`src/rtl/uart_rx_fc_pkg.sv`:
```
package uart_rx_fc_pkg;

    // Sub-bit ticks per bit and the tick index that samples the line
    localparam int OVS        = 16;
    localparam int SAMPLE_IDX = 7;
    // Slow count source divides the clock by this amount
    localparam int PRESC      = 8;

    typedef enum logic [1:0] {
        ST_IDLE  = 2'd0,
        ST_START = 2'd1,
        ST_DATA  = 2'd2,
        ST_STOP  = 2'd3
    } rx_state_e;

    // Result of a completed frame, handed from framer to buffer
    typedef struct packed {
        logic       load;
        logic       stop_ok;
        logic [7:0] data;
    } rx_frame_t;

    function automatic logic [7:0] shift_in_lsb_first(input logic [7:0] cur,
                                                      input logic bit_in);
        return {bit_in, cur[7:1]};
    endfunction

endpackage

```
`src/rtl/uart_rx_fc_brg.sv`:
```
module uart_rx_fc_brg #(
    parameter int DIV_W = 8,
    parameter int PRE   = uart_rx_fc_pkg::PRESC
) (
    input  logic             clk,
    input  logic             rst,
    input  logic             restart_i,
    input  logic             sel_slow_i,
    input  logic [DIV_W-1:0] div_i,
    output logic             tick_o
);
    localparam int PW = (PRE > 1) ? $clog2(PRE) : 1;
    localparam logic [PW-1:0] PRE_LAST = PW'(PRE - 1);

    logic [PW-1:0]    pcnt;
    logic [DIV_W-1:0] dcnt;
    logic             src_en;

    // Prescaler: enables every PRE cycles when the slow source is selected
    always_ff @(posedge clk) begin
        if (rst || restart_i) pcnt <= '0;
        else if (pcnt == PRE_LAST) pcnt <= '0;
        else pcnt <= pcnt + 1'b1;
    end

    assign src_en = sel_slow_i ? (pcnt == PRE_LAST) : 1'b1;

    // Reload divider: one tick per (n+1) source enables
    always_ff @(posedge clk) begin
        if (rst) begin
            dcnt   <= '0;
            tick_o <= 1'b0;
        end else if (restart_i) begin
            dcnt   <= div_i;
            tick_o <= 1'b0;
        end else if (src_en) begin
            if (dcnt == '0) begin
                dcnt   <= div_i;
                tick_o <= 1'b1;
            end else begin
                dcnt   <= dcnt - 1'b1;
                tick_o <= 1'b0;
            end
        end else begin
            tick_o <= 1'b0;
        end
    end

    // with the fast source a count below the reload never ticks next cycle
    p_div_count_r1: assert property (@(posedge clk) disable iff (rst)
        (!restart_i && !sel_slow_i && dcnt != '0) |=> !tick_o);

endmodule

```
`src/rtl/uart_rx_fc_sync.sv`:
```
module uart_rx_fc_sync #(
    parameter int STAGES = 2
) (
    input  logic clk,
    input  logic rst,
    input  logic rxd_i,
    output logic rxd_s_o,
    output logic fall_o
);
    logic [STAGES-1:0] chain;
    logic              prev;

    // Metastability chain, reset to the idle (high) level
    always_ff @(posedge clk) begin
        if (rst) begin
            chain <= '1;
            prev  <= 1'b1;
        end else begin
            chain <= {chain[STAGES-2:0], rxd_i};
            prev  <= chain[STAGES-1];
        end
    end

    assign rxd_s_o = chain[STAGES-1];
    assign fall_o  = prev & ~chain[STAGES-1];

endmodule

```
`src/rtl/uart_rx_fc_frame.sv`:
```
module uart_rx_fc_frame
    import uart_rx_fc_pkg::*;
#(
    parameter int DATA_W = 8
) (
    input  logic      clk,
    input  logic      rst,
    input  logic      en_i,
    input  logic      rxd_s_i,
    input  logic      fall_i,
    input  logic      tick_i,
    output logic      restart_o,
    output logic      busy_o,
    output rx_frame_t frame_o
);
    localparam int SUB_W = $clog2(OVS);
    localparam int BIT_W = $clog2(DATA_W);
    localparam logic [SUB_W-1:0] SUB_SAMPLE = SUB_W'(SAMPLE_IDX);
    localparam logic [SUB_W-1:0] SUB_LAST   = SUB_W'(OVS - 1);
    localparam logic [BIT_W-1:0] BIT_LAST   = BIT_W'(DATA_W - 1);

    rx_state_e         state;
    logic [SUB_W-1:0]  sub;
    logic [BIT_W-1:0]  bit_idx;
    logic [7:0]        shreg;
    logic              sample_now;
    logic              bit_end;

    assign restart_o  = (state == ST_IDLE) && fall_i && en_i;
    assign sample_now = tick_i && (sub == SUB_SAMPLE);
    assign bit_end    = tick_i && (sub == SUB_LAST);
    assign busy_o     = (state != ST_IDLE);

    always_ff @(posedge clk) begin
        if (rst) begin
            state         <= ST_IDLE;
            sub           <= '0;
            bit_idx       <= '0;
            shreg         <= '0;
            frame_o       <= '0;
        end else begin
            frame_o.load <= 1'b0;
            if (!en_i) begin
                state <= ST_IDLE;
                sub   <= '0;
            end else begin
                if (tick_i) sub <= sub + 1'b1;
                unique case (state)
                    ST_IDLE: begin
                        if (fall_i) begin
                            state   <= ST_START;
                            sub     <= '0;
                            bit_idx <= '0;
                        end
                    end
                    ST_START: begin
                        if (sample_now && rxd_s_i) state <= ST_IDLE;
                        else if (bit_end)          state <= ST_DATA;
                    end
                    ST_DATA: begin
                        if (sample_now) shreg <= shift_in_lsb_first(shreg, rxd_s_i);
                        if (bit_end) begin
                            if (bit_idx == BIT_LAST) state <= ST_STOP;
                            else bit_idx <= bit_idx + 1'b1;
                        end
                    end
                    ST_STOP: begin
                        if (sample_now) begin
                            frame_o.load    <= 1'b1;
                            frame_o.stop_ok <= rxd_s_i;
                            frame_o.data    <= shreg;
                            state           <= ST_IDLE;
                        end
                    end
                    default: state <= ST_IDLE;
                endcase
            end
        end
    end

    // a disabled receiver is idle on the following cycle
    p_abort_idle_r10: assert property (@(posedge clk) disable iff (rst)
        !en_i |=> (state == ST_IDLE));

    // a frame only begins after an enabled falling edge
    p_start_edge_r2: assert property (@(posedge clk) disable iff (rst)
        (state == ST_START && $past(state) == ST_IDLE) |-> $past(fall_i && en_i));

    // a start bit read high never reaches the data phase
    p_glitch_r3: assert property (@(posedge clk) disable iff (rst)
        (state == ST_START && sample_now && rxd_s_i) |=> (state == ST_IDLE));

endmodule

```
`src/rtl/uart_rx_fc_buf.sv`:
```
module uart_rx_fc_buf
    import uart_rx_fc_pkg::*;
(
    input  logic       clk,
    input  logic       rst,
    input  rx_frame_t  frame_i,
    input  logic       rd_i,
    input  logic       irq_clr_i,
    output logic [7:0] data_o,
    output logic       full_o,
    output logic       irq_o,
    output logic       ferr_o,
    output logic       ovr_o
);
    always_ff @(posedge clk) begin
        if (rst) begin
            data_o <= '0;
            full_o <= 1'b0;
            irq_o  <= 1'b0;
            ferr_o <= 1'b0;
            ovr_o  <= 1'b0;
        end else begin
            if (frame_i.load) begin
                data_o <= frame_i.data;
                full_o <= 1'b1;
                irq_o  <= 1'b1;
                ferr_o <= ~frame_i.stop_ok;
                ovr_o  <= full_o & ~rd_i;
            end else begin
                if (rd_i)      full_o <= 1'b0;
                if (irq_clr_i) irq_o  <= 1'b0;
            end
        end
    end

    // a transfer leaves the buffer full and the request raised
    p_load_flags_r5: assert property (@(posedge clk) disable iff (rst)
        frame_i.load |=> (full_o && irq_o));

    // a read with no transfer empties the buffer and keeps the data
    p_read_clear_r6: assert property (@(posedge clk) disable iff (rst)
        (rd_i && !frame_i.load) |=> (!full_o && $stable(data_o)));

    // a bad stop bit is flagged on its transfer
    p_ferr_r8: assert property (@(posedge clk) disable iff (rst)
        (frame_i.load && !frame_i.stop_ok) |=> ferr_o);

    // a transfer onto an unread byte flags overrun
    p_overrun_r9: assert property (@(posedge clk) disable iff (rst)
        (frame_i.load && full_o && !rd_i) |=> ovr_o);

endmodule

```
`src/rtl/uart_rx_fc.sv`:
```
module uart_rx_fc
    import uart_rx_fc_pkg::*;
#(
    parameter int DIV_W    = 8,
    parameter int SYNC_LEN = 2
) (
    input  logic             clk,
    input  logic             rst,
    input  logic             rxd_i,
    input  logic [DIV_W-1:0] brg_div_i,
    input  logic             clk_sel_i,
    input  logic             rx_en_i,
    input  logic             rd_i,
    input  logic             irq_clr_i,
    output logic [7:0]       rx_data_o,
    output logic             rx_full_o,
    output logic             irq_o,
    output logic             ferr_o,
    output logic             ovr_o,
    output logic             rts_o
);
    logic      rxd_s;
    logic      fall;
    logic      tick;
    logic      restart;
    logic      busy;
    rx_frame_t frame;

    uart_rx_fc_sync #(.STAGES(SYNC_LEN)) u_sync (
        .clk     (clk),
        .rst     (rst),
        .rxd_i   (rxd_i),
        .rxd_s_o (rxd_s),
        .fall_o  (fall)
    );

    uart_rx_fc_brg #(.DIV_W(DIV_W), .PRE(PRESC)) u_brg (
        .clk        (clk),
        .rst        (rst),
        .restart_i  (restart),
        .sel_slow_i (clk_sel_i),
        .div_i      (brg_div_i),
        .tick_o     (tick)
    );

    uart_rx_fc_frame #(.DATA_W(8)) u_frame (
        .clk       (clk),
        .rst       (rst),
        .en_i      (rx_en_i),
        .rxd_s_i   (rxd_s),
        .fall_i    (fall),
        .tick_i    (tick),
        .restart_o (restart),
        .busy_o    (busy),
        .frame_o   (frame)
    );

    uart_rx_fc_buf u_buf (
        .clk       (clk),
        .rst       (rst),
        .frame_i   (frame),
        .rd_i      (rd_i),
        .irq_clr_i (irq_clr_i),
        .data_o    (rx_data_o),
        .full_o    (rx_full_o),
        .irq_o     (irq_o),
        .ferr_o    (ferr_o),
        .ovr_o     (ovr_o)
    );

    // Not ready while receiving, while holding an unread byte, or while disabled
    assign rts_o = busy | rx_full_o | ~rx_en_i;

    // a byte never completes while the receiver is flagged ready
    p_rts_ready_r7: assert property (@(posedge clk) disable iff (rst)
        frame.load |-> $past(rts_o));

endmodule

```
`config.mk`:
```
export PLATFORM = sky130hd
export DESIGN_NAME = uart_rx_fc
export DESIGN_NICKNAME = d
export VERILOG_FILES = /design/src/rtl/uart_rx_fc_pkg.sv /design/src/rtl/uart_rx_fc_brg.sv /design/src/rtl/uart_rx_fc_sync.sv /design/src/rtl/uart_rx_fc_frame.sv /design/src/rtl/uart_rx_fc_buf.sv /design/src/rtl/uart_rx_fc.sv
export SDC_FILE = /design/constraint.sdc
export NUM_CORES = 1
export LEC_CHECK = 0
export ABC_CLOCK_PERIOD_IN_PS = 1770
export BUFFER_PORTS_ARGS = -buffer_cell sky130_fd_sc_hd__buf_2
export CORE_ASPECT_RATIO = 1.1
export CORE_MARGIN = 1.5
export CORE_UTILIZATION = 35
export DETAILED_ROUTE_END_ITERATION = 7
export PLACE_DENSITY = 0.6
export SLEW_MARGIN = 20
export SYNTH_ARGS = -nofsm -noshare
export SYNTH_HDL_FRONTEND = slang
export SYNTH_SLANG_ARGS = --single-unit
```
`constraint.sdc`:
```
create_clock -name clk -period 1.77 [get_ports clk]
set_input_delay 0.2655 -clock clk [delete_from_list [all_inputs] [get_ports clk]]
set_output_delay 0.2655 -clock clk [all_outputs]
set_load 0.02 [all_outputs]
```
==> flow_summary.toml <==
[power]
p_leak_nw = 1.18
combPwrFrac_pct = 25.0
p_int_w = 0.00213
vdd_drop_max_uv = 619
p_per_area_mw_per_mm2 = 1050
pwr-share-seq_pct = 46.3
pwr-share-clk_pct = 28.7
switching_share_pct = 28.1
p_sw_w = 0.000831

[setup_path]
end_kind = "register"
crit_type = "register to register"
cp-start-kind = "register"
timing.critical_path.slowest_stage_cell = "or4b_4"
path_max_fanout = 2
critPathMaxStageDelay_ns = 0.47
cpLargestDelayFamily = "simple AND/OR/NAND/NOR gates"
path_buf_inv = 1
crit_required_ns = 1.95
cp.arrival_ns = 1.96
path_cells = "inv_2 > ha_4 > or4b_4 > nor3_4 > mux2_4 > a22oi_2 > nor2_2"

[sta]
hold_ws_ns = 0.148
finalSetupViolations = 1
maxSlewHeadroom_pct = 67.2
fin_ws_ns = -0.00545
period_share_pct = 100
hold_viol = 0
rsz0062_at_grt = "true"
fin_skew_ns = 0.00780
fmax_ghz = 0.563
slew_violations = 0
finalCriticalPeriod_ns = 1.78
worstMarginPinSlew_ns = 0.492

[logic_synthesis]
ys_types = 48
synth_edf_count = 0
netlist_top_cells_area = "dfxtp_1, mux2i_1, nor2_1"
ys_seq_area_share_pct = 47.4
synth_top_family_by_area = "simple AND/OR/NAND/NOR gates"
synthAdderAreaFrac_pct = 3.84
ys.flop_type = "dfxtp_1"
synthCells = 240
synthSimpleGateAreaFrac_pct = 20.8
yosysWarningCount = 0
syn-num-nets = 262
synth-compound-area-share_pct = 9.67
ys_seq_elements = 54
netlist.area_leader.share_pct = 47.4
async_reset_ff_share_pct = 0
synth_mux_area_share_pct = 13.7
yosysTopAreaCell = "dfxtp_1"
syn_area_sq_mm = 0.00228
synth_xor_area_share_pct = 1.15
postSynthAreaPerCell_sq_um = 9.49

[global_route]
grt_max_degree = 26
antenna_found_initial = 0
grt_pass1_wl_um = 7200
grt-ovfl-total = 0
grt_pass1_vias = 1612
grt_use_total_pct = 13.0

[cts]
cts_max_level = 2
clk_path_buf_depth = 2
cts_buffers = 5
cts_tree = "done"
clock_sinks = 54
clock_latency_ns = 0.30
ctsRootBufferMaster = "clkbuf_8"
cts.reportedPaths.clkPinSlew_ns = 0.10

[floorplanning]
ios = 28
die_h_um = 87.6
num_rows = 30
core_area_sq_mm = 0.00623
die_area_sq_mm = 0.00700
initial_core_util_pct = 36.6
die_w_um = 79.9

[finish]
finalNonFillerCells = 365
post-route-util_pct = 45.0
drive_above_1_share_pct = 27.7
multiInputGateArea_sq_mm = 0.00117
syn_to_final_growth_pct = 23.2
seq_area_sq_mm = 0.00108
diodes = 0
nNetsFinal = 306
fill_cells = 635

[route]
routed_wl_um = 4240
ant_nets = 0
post_drt_wl_per_cell_um = 11.6
vias = 1737
drt_iter0_markers = 78
first_pass_iters = 4
viasPerCell = 4.76
drc = 0

[hold_path]
holdCritPathClass = "primary input to register"

[placed_design]
dp_hpwl_um = 3020
place_congestion = 0.765
port_buffers = 27
place_inst = 355

[run_status]
violations = "setup timing"
status = "complete, but fails checks"

[job]
drv_cap = 0
==> registers in the layout (all words and copies together) (netlist names), named ones only <==
register         flops
u_brg.dcnt           8
u_brg.pcnt           3
u_brg.tick_o         1
u_buf.data_o         8
u_buf.ferr_o         1
u_buf.full_o         1
u_buf.irq_o          1
u_buf.ovr_o          1
u_frame.bit_idx      3
u_frame.frame_o     10
u_frame.shreg        8
u_frame.state        1
u_frame.sub          4
u_sync.chain         2
u_sync.prev          1
==> cell usage after synthesis, drive strengths merged (3+ instances only) <==
cell type  count
dfxtp         54
nor2          48
mux2i         29
nand2         12
a21oi          9
buf            7
ha             7
inv            6
nor2b          6
nor3           6
clkbuf         5
and2           4
o21ai          4
a211oi         3
nand2b         3
or2            3
==> path summary, 6_finish.rpt <==
kind	startpoint	end	slack (ns)	depth (start not counted)
max	u_brg.dcnt[1]$_SDFFE_PP0P_	u_brg.dcnt[6]$_SDFFE_PP0P_	-0.005	7
max reg2reg	u_brg.dcnt[1]$_SDFFE_PP0P_	u_brg.dcnt[6]$_SDFFE_PP0P_	-0.005	7
min reg2reg	u_sync.chain[0]$_SDFF_PP1_	u_sync.chain[1]$_SDFF_PP1_	0.42	1
min	rxd_i	u_sync.chain[0]$_SDFF_PP1_	0.15	2
==> power by group through the flow <==
stage | logic, W | registers, W | clock network, W
3_5_place_dp | 0.000652 | 0.00139 | 0
4_1_cts | 0.000666 | 0.00137 | 0.000879
3_3_place_gp | 0.000641 | 0.00139 | 0
2_1_floorplan | 0.000464 | 0.00138 | 0
6_report | 0.000739 | 0.00137 | 0.000849
5_1_grt | 0.000822 | 0.00138 | 0.000926
==> through the flow <==
stage	setup WS, ns	setup TNS, ns	area (sq um)	power, W
after floorplan	-0.0249	-0.0249	2300	0.00184
after global placement	-0.0454	-0.0454	2650	0.00203
after detailed placement	-0.0582	-0.221	2650	0.00204
after CTS	-0.0105	-0.0105	2770	0.00291
after global routing	-0.0807	-0.0807	2810	0.00313
final	-0.00545	-0.00545	2810	0.00296
==> worst reg2reg max path: stages (launching register included) <==
cell	delay [ns]
dfxtp_2	0.34
inv_2	0.07
ha_4	0.13
or4b_4	0.47
nor3_4	0.13
mux2_4	0.32
a22oi_2	0.16
nor2_2	0.04
==> cell families after synthesis <==
family | count (synthesis)
DFF | 54
muxes | 31
AOI/OAI and AO/OA | 32
and+or+nand+nor | 95
adders and majority gates | 7
buffers and inverters | 18
xor gates and xnor gates | 3
==> area by class of cell <==
type                    count  share of cell area [%]
flip-flops and latches     54                    38.6
well taps                  80                    3.57
inverters                   6                   0.802
repair buffers             49                    11.1
multi-input cells         168                    41.7
clock buffers               5                    2.45
clock inverters             3                    1.74
==> routing by layer <==
| metal | vias up | global-route usage (%) | part of all wire, % |
|---|---|---|---|
| li1 | 919 | - | - |
| met5 | - | 0 | 0 |
| met2 | 30 | 20.3 | 43 |
| met1 | 786 | 17.4 | 52 |
| met4 | 0 | 4.70 | 0.92 |
| met3 | 2 | 3.23 | 4.1 |
==> cell usage in the layout (no fill, tap or decap), types with 2 or more instances in the layout <==
master     netlist  layout
a211oi_1         3       3
a21oi_1          9       9
and2_1           4       3
and3_1           2       2
buf_2            5      27
buf_4            1      21
clkbuf_8         0       5
dfxtp_1         54      52
dfxtp_2          0       2
ha_1             7       6
inv_1            6       4
inv_2            0       2
mux2i_1         29      29
nand2_1         11      11
nand2b_1         3       2
nor2_1          47      47
nor2b_1          6       6
nor3_1           4       4
nor3b_2          1       2
o2111ai_1        2       2
o21ai_1          3       3
o2bb2ai_1        2       2
or2_2            3       3
or3_1            2       2
xor2_1           2       2
==> repair_timing <==
action | in CTS | in global routing
endpoints found under the setup margin | 8 | 7
setup buffers | 0 | 2
hold buffers | 0 | 0
pin swaps | 1 | 0
gates resized for setup | 2 | 5
Note: power is estimated with default switching activity, not from simulation.
